`config.mk`:
```
export PLATFORM = sky130hd
export DESIGN_NAME = spi_duplex_master
export DESIGN_NICKNAME = d
export VERILOG_FILES = /design/src/rtl/spi_dm_pkg.sv /design/src/rtl/spi_dm_cfg.sv /design/src/rtl/spi_dm_clkgen.sv /design/src/rtl/spi_dm_shifter.sv /design/src/rtl/spi_duplex_master.sv
export SDC_FILE = /design/constraint.sdc
export NUM_CORES = 1
export LEC_CHECK = 0
export ABC_CLOCK_PERIOD_IN_PS = 5100
export BUFFER_PORTS_ARGS = -buffer_cell sky130_fd_sc_hd__clkbuf_2
export CAP_MARGIN = 20
export CORE_ASPECT_RATIO = 0.6
export CORE_MARGIN = 1
export CORE_UTILIZATION = 51
export CTS_BUF_LIST = sky130_fd_sc_hd__clkbuf_4 sky130_fd_sc_hd__clkbuf_8
export DETAILED_ROUTE_END_ITERATION = 16
export GPL_TIMING_DRIVEN = 1
export PLACE_DENSITY = 0.81
export SYNTH_ARGS = -nofsm -noshare
export SYNTH_HDL_FRONTEND = slang
export SYNTH_HIERARCHICAL = 1
export SYNTH_SLANG_ARGS = --single-unit
```
`constraint.sdc`:
```
create_clock -name clk -period 5.1 [get_ports clk]
set_input_delay 0.255 -clock clk [delete_from_list [all_inputs] [get_ports clk]]
set_output_delay 0.255 -clock clk [all_outputs]
set_load 0.03 [all_outputs]
```
`src/rtl/spi_dm_pkg.sv`:
```
package spi_dm_pkg;
  typedef enum logic [1:0] {
    LINK_FULL    = 2'b00,
    LINK_HALF    = 2'b01,
    LINK_SIMPLEX = 2'b10,
    LINK_ALTFULL = 2'b11
  } link_mode_e;

  typedef struct packed {
    link_mode_e mode;
    logic       half_tx;
    logic       rx_only;
    logic       ss_en;
  } link_cfg_t;

  localparam link_cfg_t LINK_CFG_RESET = '{mode: LINK_FULL, half_tx: 1'b1,
                                           rx_only: 1'b0, ss_en: 1'b1};
endpackage

```
`src/rtl/spi_dm_cfg.sv`:
```
module spi_dm_cfg
  import spi_dm_pkg::*;
#(
  parameter int DIV_W     = 8,
  parameter int DIV_RESET = 3
) (
  input  logic             clk,
  input  logic             rst_n,
  input  logic             wr_en,
  input  link_cfg_t        wr_cfg,
  input  logic [DIV_W-1:0] wr_div,
  input  logic             hold,
  output link_cfg_t        act_cfg,
  output logic [DIV_W-1:0] act_div,
  output logic             can_tx,
  output logic             can_rx
);
  link_cfg_t        pend_q, pend_d, act_q, act_d;
  logic [DIV_W-1:0] pdiv_q, pdiv_d, adiv_q, adiv_d;

  always_comb begin
    pend_d = pend_q;
    pdiv_d = pdiv_q;
    if (wr_en) begin
      pend_d = wr_cfg;
      pdiv_d = wr_div;
    end
    act_d  = hold ? act_q  : pend_q;
    adiv_d = hold ? adiv_q : pdiv_q;
  end

  always_ff @(posedge clk or negedge rst_n) begin
    if (!rst_n) begin
      pend_q <= LINK_CFG_RESET;
      act_q  <= LINK_CFG_RESET;
      pdiv_q <= DIV_W'(DIV_RESET);
      adiv_q <= DIV_W'(DIV_RESET);
    end else begin
      pend_q <= pend_d;
      act_q  <= act_d;
      pdiv_q <= pdiv_d;
      adiv_q <= adiv_d;
    end
  end

  always_comb begin
    unique case (act_q.mode)
      LINK_HALF:    begin can_tx = act_q.half_tx;  can_rx = !act_q.half_tx; end
      LINK_SIMPLEX: begin can_tx = !act_q.rx_only; can_rx = act_q.rx_only;  end
      default:      begin can_tx = 1'b1;           can_rx = 1'b1;           end
    endcase
  end

  assign act_cfg = act_q;
  assign act_div = adiv_q;

  // the live settings never move while a transfer holds them
  a_r10_cfg_frozen: assert property (@(posedge clk) disable iff (!rst_n)
    (hold && $past(hold)) |-> ($stable(act_q) && $stable(adiv_q)));
endmodule

```
`src/rtl/spi_dm_clkgen.sv`:
```
module spi_dm_clkgen #(
  parameter int DIV_W = 8
) (
  input  logic             clk,
  input  logic             rst_n,
  input  logic             run,
  input  logic [DIV_W-1:0] div,
  output logic             tick
);
  logic [DIV_W-1:0] cnt_q, cnt_d;

  assign tick = run && (cnt_q == div);

  always_comb begin
    if (!run || tick) cnt_d = '0;
    else              cnt_d = cnt_q + 1'b1;
  end

  always_ff @(posedge clk or negedge rst_n) begin
    if (!rst_n) cnt_q <= '0;
    else        cnt_q <= cnt_d;
  end

  // the half-period counter never passes the divider it was started with
  a_r3_cnt_bound: assert property (@(posedge clk) disable iff (!rst_n)
    run |-> (cnt_q <= div));
endmodule

```
`src/rtl/spi_dm_shifter.sv`:
```
module spi_dm_shifter #(
  parameter int DATA_W = 8
) (
  input  logic              clk,
  input  logic              rst_n,
  input  logic              load,
  input  logic [DATA_W-1:0] load_data,
  input  logic              rise,
  input  logic              fall,
  input  logic              miso,
  input  logic              rx_keep,
  output logic              out_bit,
  output logic              byte_end,
  output logic              rx_valid,
  output logic [DATA_W-1:0] rx_data
);
  localparam int CNT_W = (DATA_W > 1) ? $clog2(DATA_W) : 1;
  localparam logic [CNT_W-1:0] LAST = CNT_W'(DATA_W - 1);

  logic [DATA_W-1:0] tx_q, tx_d, rx_q, rx_d, rdat_q, rdat_d;
  logic [CNT_W-1:0]  bit_q, bit_d;
  logic              rv_d, rv_q;
  logic [DATA_W-1:0] rx_next;

  assign byte_end = fall && (bit_q == LAST);
  assign rx_next  = {rx_q[DATA_W-2:0], miso};

  always_comb begin
    tx_d   = tx_q;
    bit_d  = bit_q;
    rx_d   = rx_q;
    rdat_d = rdat_q;
    rv_d   = 1'b0;
    if (load) begin
      tx_d  = load_data;
      bit_d = '0;
    end else if (fall && !byte_end) begin
      tx_d  = {tx_q[DATA_W-2:0], 1'b0};
      bit_d = bit_q + 1'b1;
    end
    if (rise) begin
      rx_d = rx_next;
      if (bit_q == LAST && rx_keep) begin
        rv_d   = 1'b1;
        rdat_d = rx_next;
      end
    end
  end

  always_ff @(posedge clk or negedge rst_n) begin
    if (!rst_n) begin
      tx_q   <= '0;
      rx_q   <= '0;
      rdat_q <= '0;
      bit_q  <= '0;
      rv_q   <= 1'b0;
    end else begin
      tx_q   <= tx_d;
      rx_q   <= rx_d;
      rdat_q <= rdat_d;
      bit_q  <= bit_d;
      rv_q   <= rv_d;
    end
  end

  assign out_bit  = tx_q[DATA_W-1];
  assign rx_valid = rv_q;
  assign rx_data  = rdat_q;

  // a receive strobe never lasts two clocks
  a_r11_single_pulse: assert property (@(posedge clk) disable iff (!rst_n)
    rv_q |=> !rv_q);
endmodule

```
`src/rtl/spi_duplex_master.sv`:
```
module spi_duplex_master
  import spi_dm_pkg::*;
#(
  parameter int DATA_W    = 8,
  parameter int DIV_W     = 8,
  parameter int DIV_RESET = 3
) (
  input  logic              clk,
  input  logic              rst_n,
  input  logic              cfg_we,
  input  logic [1:0]        cfg_mode,
  input  logic              cfg_half_tx,
  input  logic              cfg_rx_only,
  input  logic              cfg_ss_en,
  input  logic [DIV_W-1:0]  cfg_div,
  input  logic              tx_valid,
  input  logic [DATA_W-1:0] tx_data,
  output logic              tx_ready,
  input  logic              rx_en,
  output logic              rx_valid,
  output logic [DATA_W-1:0] rx_data,
  output logic              sclk,
  output logic              ss_n,
  output logic              mosi,
  output logic              mosi_oe,
  input  logic              miso
);
  logic              rst_q1, rst_sync;
  logic              busy_q, busy_d, sclk_q, sclk_d;
  logic              tick, rise, fall, byte_end, out_bit;
  logic              can_tx, can_rx, want, start, cont, load;
  logic [DATA_W-1:0] load_data;
  link_cfg_t         wr_cfg, act_cfg;
  logic [DIV_W-1:0]  act_div;

  always_ff @(posedge clk or negedge rst_n) begin
    if (!rst_n) begin
      rst_q1   <= 1'b0;
      rst_sync <= 1'b0;
    end else begin
      rst_q1   <= 1'b1;
      rst_sync <= rst_q1;
    end
  end

  assign wr_cfg = '{mode: link_mode_e'(cfg_mode), half_tx: cfg_half_tx,
                    rx_only: cfg_rx_only, ss_en: cfg_ss_en};

  spi_dm_cfg #(.DIV_W(DIV_W), .DIV_RESET(DIV_RESET)) u_cfg (
    .clk(clk), .rst_n(rst_sync), .wr_en(cfg_we), .wr_cfg(wr_cfg),
    .wr_div(cfg_div), .hold(busy_q || start), .act_cfg(act_cfg),
    .act_div(act_div), .can_tx(can_tx), .can_rx(can_rx));

  spi_dm_clkgen #(.DIV_W(DIV_W)) u_clk (
    .clk(clk), .rst_n(rst_sync), .run(busy_q), .div(act_div), .tick(tick));

  assign rise = tick && !sclk_q;
  assign fall = tick && sclk_q;

  // transmit-capable modes advance on host bytes, the others on rx_en
  assign want      = can_tx ? tx_valid : rx_en;
  assign start     = !busy_q && want;
  assign cont      = byte_end && want;
  assign load      = start || cont;
  assign load_data = can_tx ? tx_data : '0;
  assign tx_ready  = can_tx && (!busy_q || byte_end);

  spi_dm_shifter #(.DATA_W(DATA_W)) u_shift (
    .clk(clk), .rst_n(rst_sync), .load(load), .load_data(load_data),
    .rise(rise), .fall(fall), .miso(miso), .rx_keep(can_rx),
    .out_bit(out_bit), .byte_end(byte_end), .rx_valid(rx_valid),
    .rx_data(rx_data));

  always_comb begin
    busy_d = busy_q;
    if (start)                  busy_d = 1'b1;
    else if (byte_end && !cont) busy_d = 1'b0;
    sclk_d = sclk_q;
    if (!busy_q)   sclk_d = 1'b0;
    else if (tick) sclk_d = !sclk_q;
  end

  always_ff @(posedge clk or negedge rst_sync) begin
    if (!rst_sync) begin
      busy_q <= 1'b0;
      sclk_q <= 1'b0;
    end else begin
      busy_q <= busy_d;
      sclk_q <= sclk_d;
    end
  end

  assign sclk    = sclk_q;
  assign ss_n    = !(busy_q && act_cfg.ss_en);
  assign mosi_oe = busy_q && can_tx;
  assign mosi    = mosi_oe && out_bit;

  // the receive strobe coincides with SCLK freshly high
  a_r11_strobe_on_high: assert property (@(posedge clk) disable iff (!rst_sync)
    rx_valid |-> sclk_q);
  // no strobe in a mode that does not receive
  a_r7_no_strobe_tx_only: assert property (@(posedge clk) disable iff (!rst_sync)
    rx_valid |-> can_rx);
  // SCLK rests low whenever the engine is idle
  a_r4_idle_low: assert property (@(posedge clk) disable iff (!rst_sync)
    !busy_q |-> !sclk_q);
  // SCLK holds between divider ticks
  a_r3_sclk_hold: assert property (@(posedge clk) disable iff (!rst_sync)
    (busy_q && !tick) |=> $stable(sclk_q));
  // receive-only simplex never enables the MOSI driver
  a_r8_no_drive: assert property (@(posedge clk) disable iff (!rst_sync)
    (act_cfg.mode == LINK_SIMPLEX && act_cfg.rx_only) |-> !mosi_oe);
endmodule

```
==> out/results.txt <==
Top delay family on crit path = simple AND/OR/NAND/NOR gates
Fin crit share = 0.588
Synthesized area = 3000 um^2
GPL Wtd Cong = 0.795
Commonest non-fill, non-tap cell in the layout = dfrtp_1
Adder-cell share of the synthesized area = 0.0209
Cts hold-fix bufs = 1
Outcome = finished, final reports clean
Max frequency = 0.333 GHz
Synth warn = 6
Initial Util = 0.533
Row Count = 21
Final Hold Fails = 0
# resized after CTS = 0
Seq. cell area = 1640 um^2
H-tree depth = 3
Routed WL = 4890 um
Worst Path Buf+Inv = 1
Slew Viols, Final = 0
Multi-input gate area = 1250 um^2
Top FF cell, synth = dfrtp_1
IO Pins = 41
Initial antenna violation count = 0
Avg Cell Area, Syn = 13.7 um^2
First-pass DRT Iterations = 4
IO buf count = 40
Hold wc startpoint = cfg_div[2]
Clock transition at path regs = 0.07 ns
Final core utilization = 0.612
RR Startpoint = u_clk/cnt_q[5]$_DFF_PN0_
RSZ-0062 raised after global routing = no
Pin count of the biggest net entering global routing = 33
CTS root buf = clkbuf_8
Final nets = 297
Synth Area in Compound Gates = 0.0505
Maxcap violations = 0
Worst-margin pin slew = 0.830 ns
Gr usage total = 0.182
Hpwl dp = 3550 um
R2R setup slack = 2.37 ns
Critical Path Fanout Max = 9
Hold depth = 2
Postcts setup bufs = 0
Worst rel slew slack = 0.447
Register area share after synthesis = 0.546
Via count = 1756
DP Area = 3230 um^2
Post-Synthesis Net Count = 251
# fillers = 467
Grt ovf = 0
CORE AREA = 5620 um^2
Main combinational cell family by area after synthesis = multiplexers
Synth Area in XOR/XNOR = 0.0401
Clk Latency, worst-skew pair = 0.32 ns
DIE HEIGHT = 61.4 um
Post-synthesis simple-gate area fraction = 0.0931
Endpoint of the worst hold path = u_cfg/pdiv_q[2]$_DFFE_PN0P_
Post-synth ARST share = 1.00
Final Critical Period = 3.00 ns
Multiplexer share of the synthesized area = 0.213
Area Growth Syn to Fin = 14.9%
Setup TNS = 0 ns
Leakage = 1.72 nW
Critical path cell sequence = xor2_1 -> nor4_2 -> and3_1 -> and2_1 -> and2_2 -> nand2b_1 -> and2_1 -> clkbuf_2
Synthesis-stage register bit count = 65
Slowest CP cell = nor4_2
CTS max path bufs = 2
P per Cell Area = 499 nW/um^2
Worst hold path class = input pin to flip-flop
First-pass GRT wire length = 8210 um
TritonCTS clock tree = built
CTS Buf Count = 9
CP endpoint kind = output port
DR WL/cell = 14.0 um
Cells after Synth = 219
Chip width = 101 um
Worst EP arrival = 2.74 ns
Cell repeated most along the worst path = and2_1
Post-synth EDFFs = 0
DRC Markers = 0
Setup Viol. Count Final = 0
Worst-case vdd ir drop = 0.193 mV
Via-to-Cell Ratio = 5.02
Slowest stage delay, CP = 0.73 ns
Commonest non-fill, non-tap cells in the layout = dfrtp_1, clkbuf_2, mux2_2
Clock Skew = 0.00598 ns
Fin area = 3440 um^2
Clock tree sinks = 65
Yosys cell types = 38
Kind of critical path = flip-flop to output port
Cells on worst reg2reg path = 9
CP Data Required Time = 4.85 ns
Routed Antenna Nets = 0
Worst R2R End = u_shift/tx_q[0]$_DFFE_PN0P_
DIE AREA = 6200 um^2
Proportion of layout cells with a drive suffix above 1 = 0.433
ANT cells = 0
CP Launch Type = flip-flop
Vias in the first global route = 1729
Initial drt markers = 114
-- sequential cells by signal (all words and copies together), names as in the netlist --
name	flops
u_shift/rx_valid	1
u_clk/cnt_q	8
u_cfg/act_cfg	5
u_shift/rx_data	8
u_shift/tx_q	8
rst_q1	1
u_cfg/pdiv_q	8
u_cfg/pend_q	5
sclk	1
u_cfg/act_div	8
u_shift/bit_q	3
rst_sync	1
busy_q	1
u_shift/rx_q	7
-- cell families (layout without fill, tap and decap cells) --
logic type	after synthesis	in the layout
XOR/XNOR	12	12
AND/OR/NAND/NOR	45	45
AO/OA/AOI/OAI	24	24
buffers and inverters	16	67
other	1	1
flip-flops	65	65
adder cells (fa/ha/maj)	5	5
multiplexers	51	51
-- synthesized netlist by cell type (all sizes together) (2+ instances only) --
cell,count,area share
inv,8,0.010
nor2b,2,0.0067
a21oi,2,0.0033
dfrtp,57,0.48
buf,7,0.024
nand2,13,0.016
and2,12,0.025
mux2i,10,0.033
and3,2,0.0046
dfstp,8,0.070
mux2,41,0.18
a211oi,5,0.013
nand3,4,0.011
or3,3,0.0063
a221oi,3,0.0088
nand2b,3,0.0088
ha,5,0.021
o21ai,12,0.020
nor2,3,0.0038
nor4,2,0.0083
xor2,11,0.037
-- metrics by stage --
step / hold slack [ns] / instances / worst slack (ns) / power, mW
floorplan: -0.0406 / 219 / 2.69 / 1.19
global placement: 0.0415 / 332 / 1.99 / 1.28
detailed placement: 0.0415 / 332 / 1.83 / 1.31
CTS: 0.141 / 349 / 1.80 / 1.73
global route: 0.130 / 350 / 1.86 / 1.83
finish: 0.154 / 350 / 2.10 / 1.72
-- worst max path at each step --
stage | start | end | slack (ns) | cells after the start
final | u_clk/cnt_q[5]$_DFF_PN0_ | tx_ready | 2.10 | 8
after global routing | u_clk/cnt_q[4]$_DFF_PN0_ | tx_ready | 1.86 | 8
after CTS | u_clk/cnt_q[4]$_DFF_PN0_ | u_shift/tx_q[0]$_DFFE_PN0P_ | 1.80 | 8
after detailed placement | u_clk/cnt_q[4]$_DFF_PN0_ | u_shift/tx_q[0]$_DFFE_PN0P_ | 1.83 | 8
after global placement | u_clk/cnt_q[3]$_DFF_PN0_ | u_shift/tx_q[0]$_DFFE_PN0P_ | 1.99 | 8
after floorplan | u_cfg/act_div[7]$_DFFE_PN0N_ | u_shift/tx_q[0]$_DFFE_PN0P_ | 2.69 | 11
-- final cells by class --
type	count	share of cell area
Sequential cell	65	0.476
Multi-Input combinational cell	138	0.364
Timing Repair Buffer	43	0.0654
Clock buffer	11	0.0403
Tap cell	80	0.0291
Clock inverter	5	0.0164
Inverter	8	0.00872
-- per-layer routing --
layer,GRT usage,share of wire,up-vias
met5,0,0,-
met4,0.0435,0,0
met3,0.0738,0.049,0
met2,0.261,0.46,45
met1,0.259,0.49,864
li1,-,-,847
-- power breakdown --
part / internal [mW] / switching (mW) / total, mW
sequential: 0.670 / 0.123 / 0.793
clock: 0.236 / 0.184 / 0.419
combinational: 0.238 / 0.265 / 0.503
total: 1.14 / 0.572 / 1.72
Power figures use the tool's default switching activity.
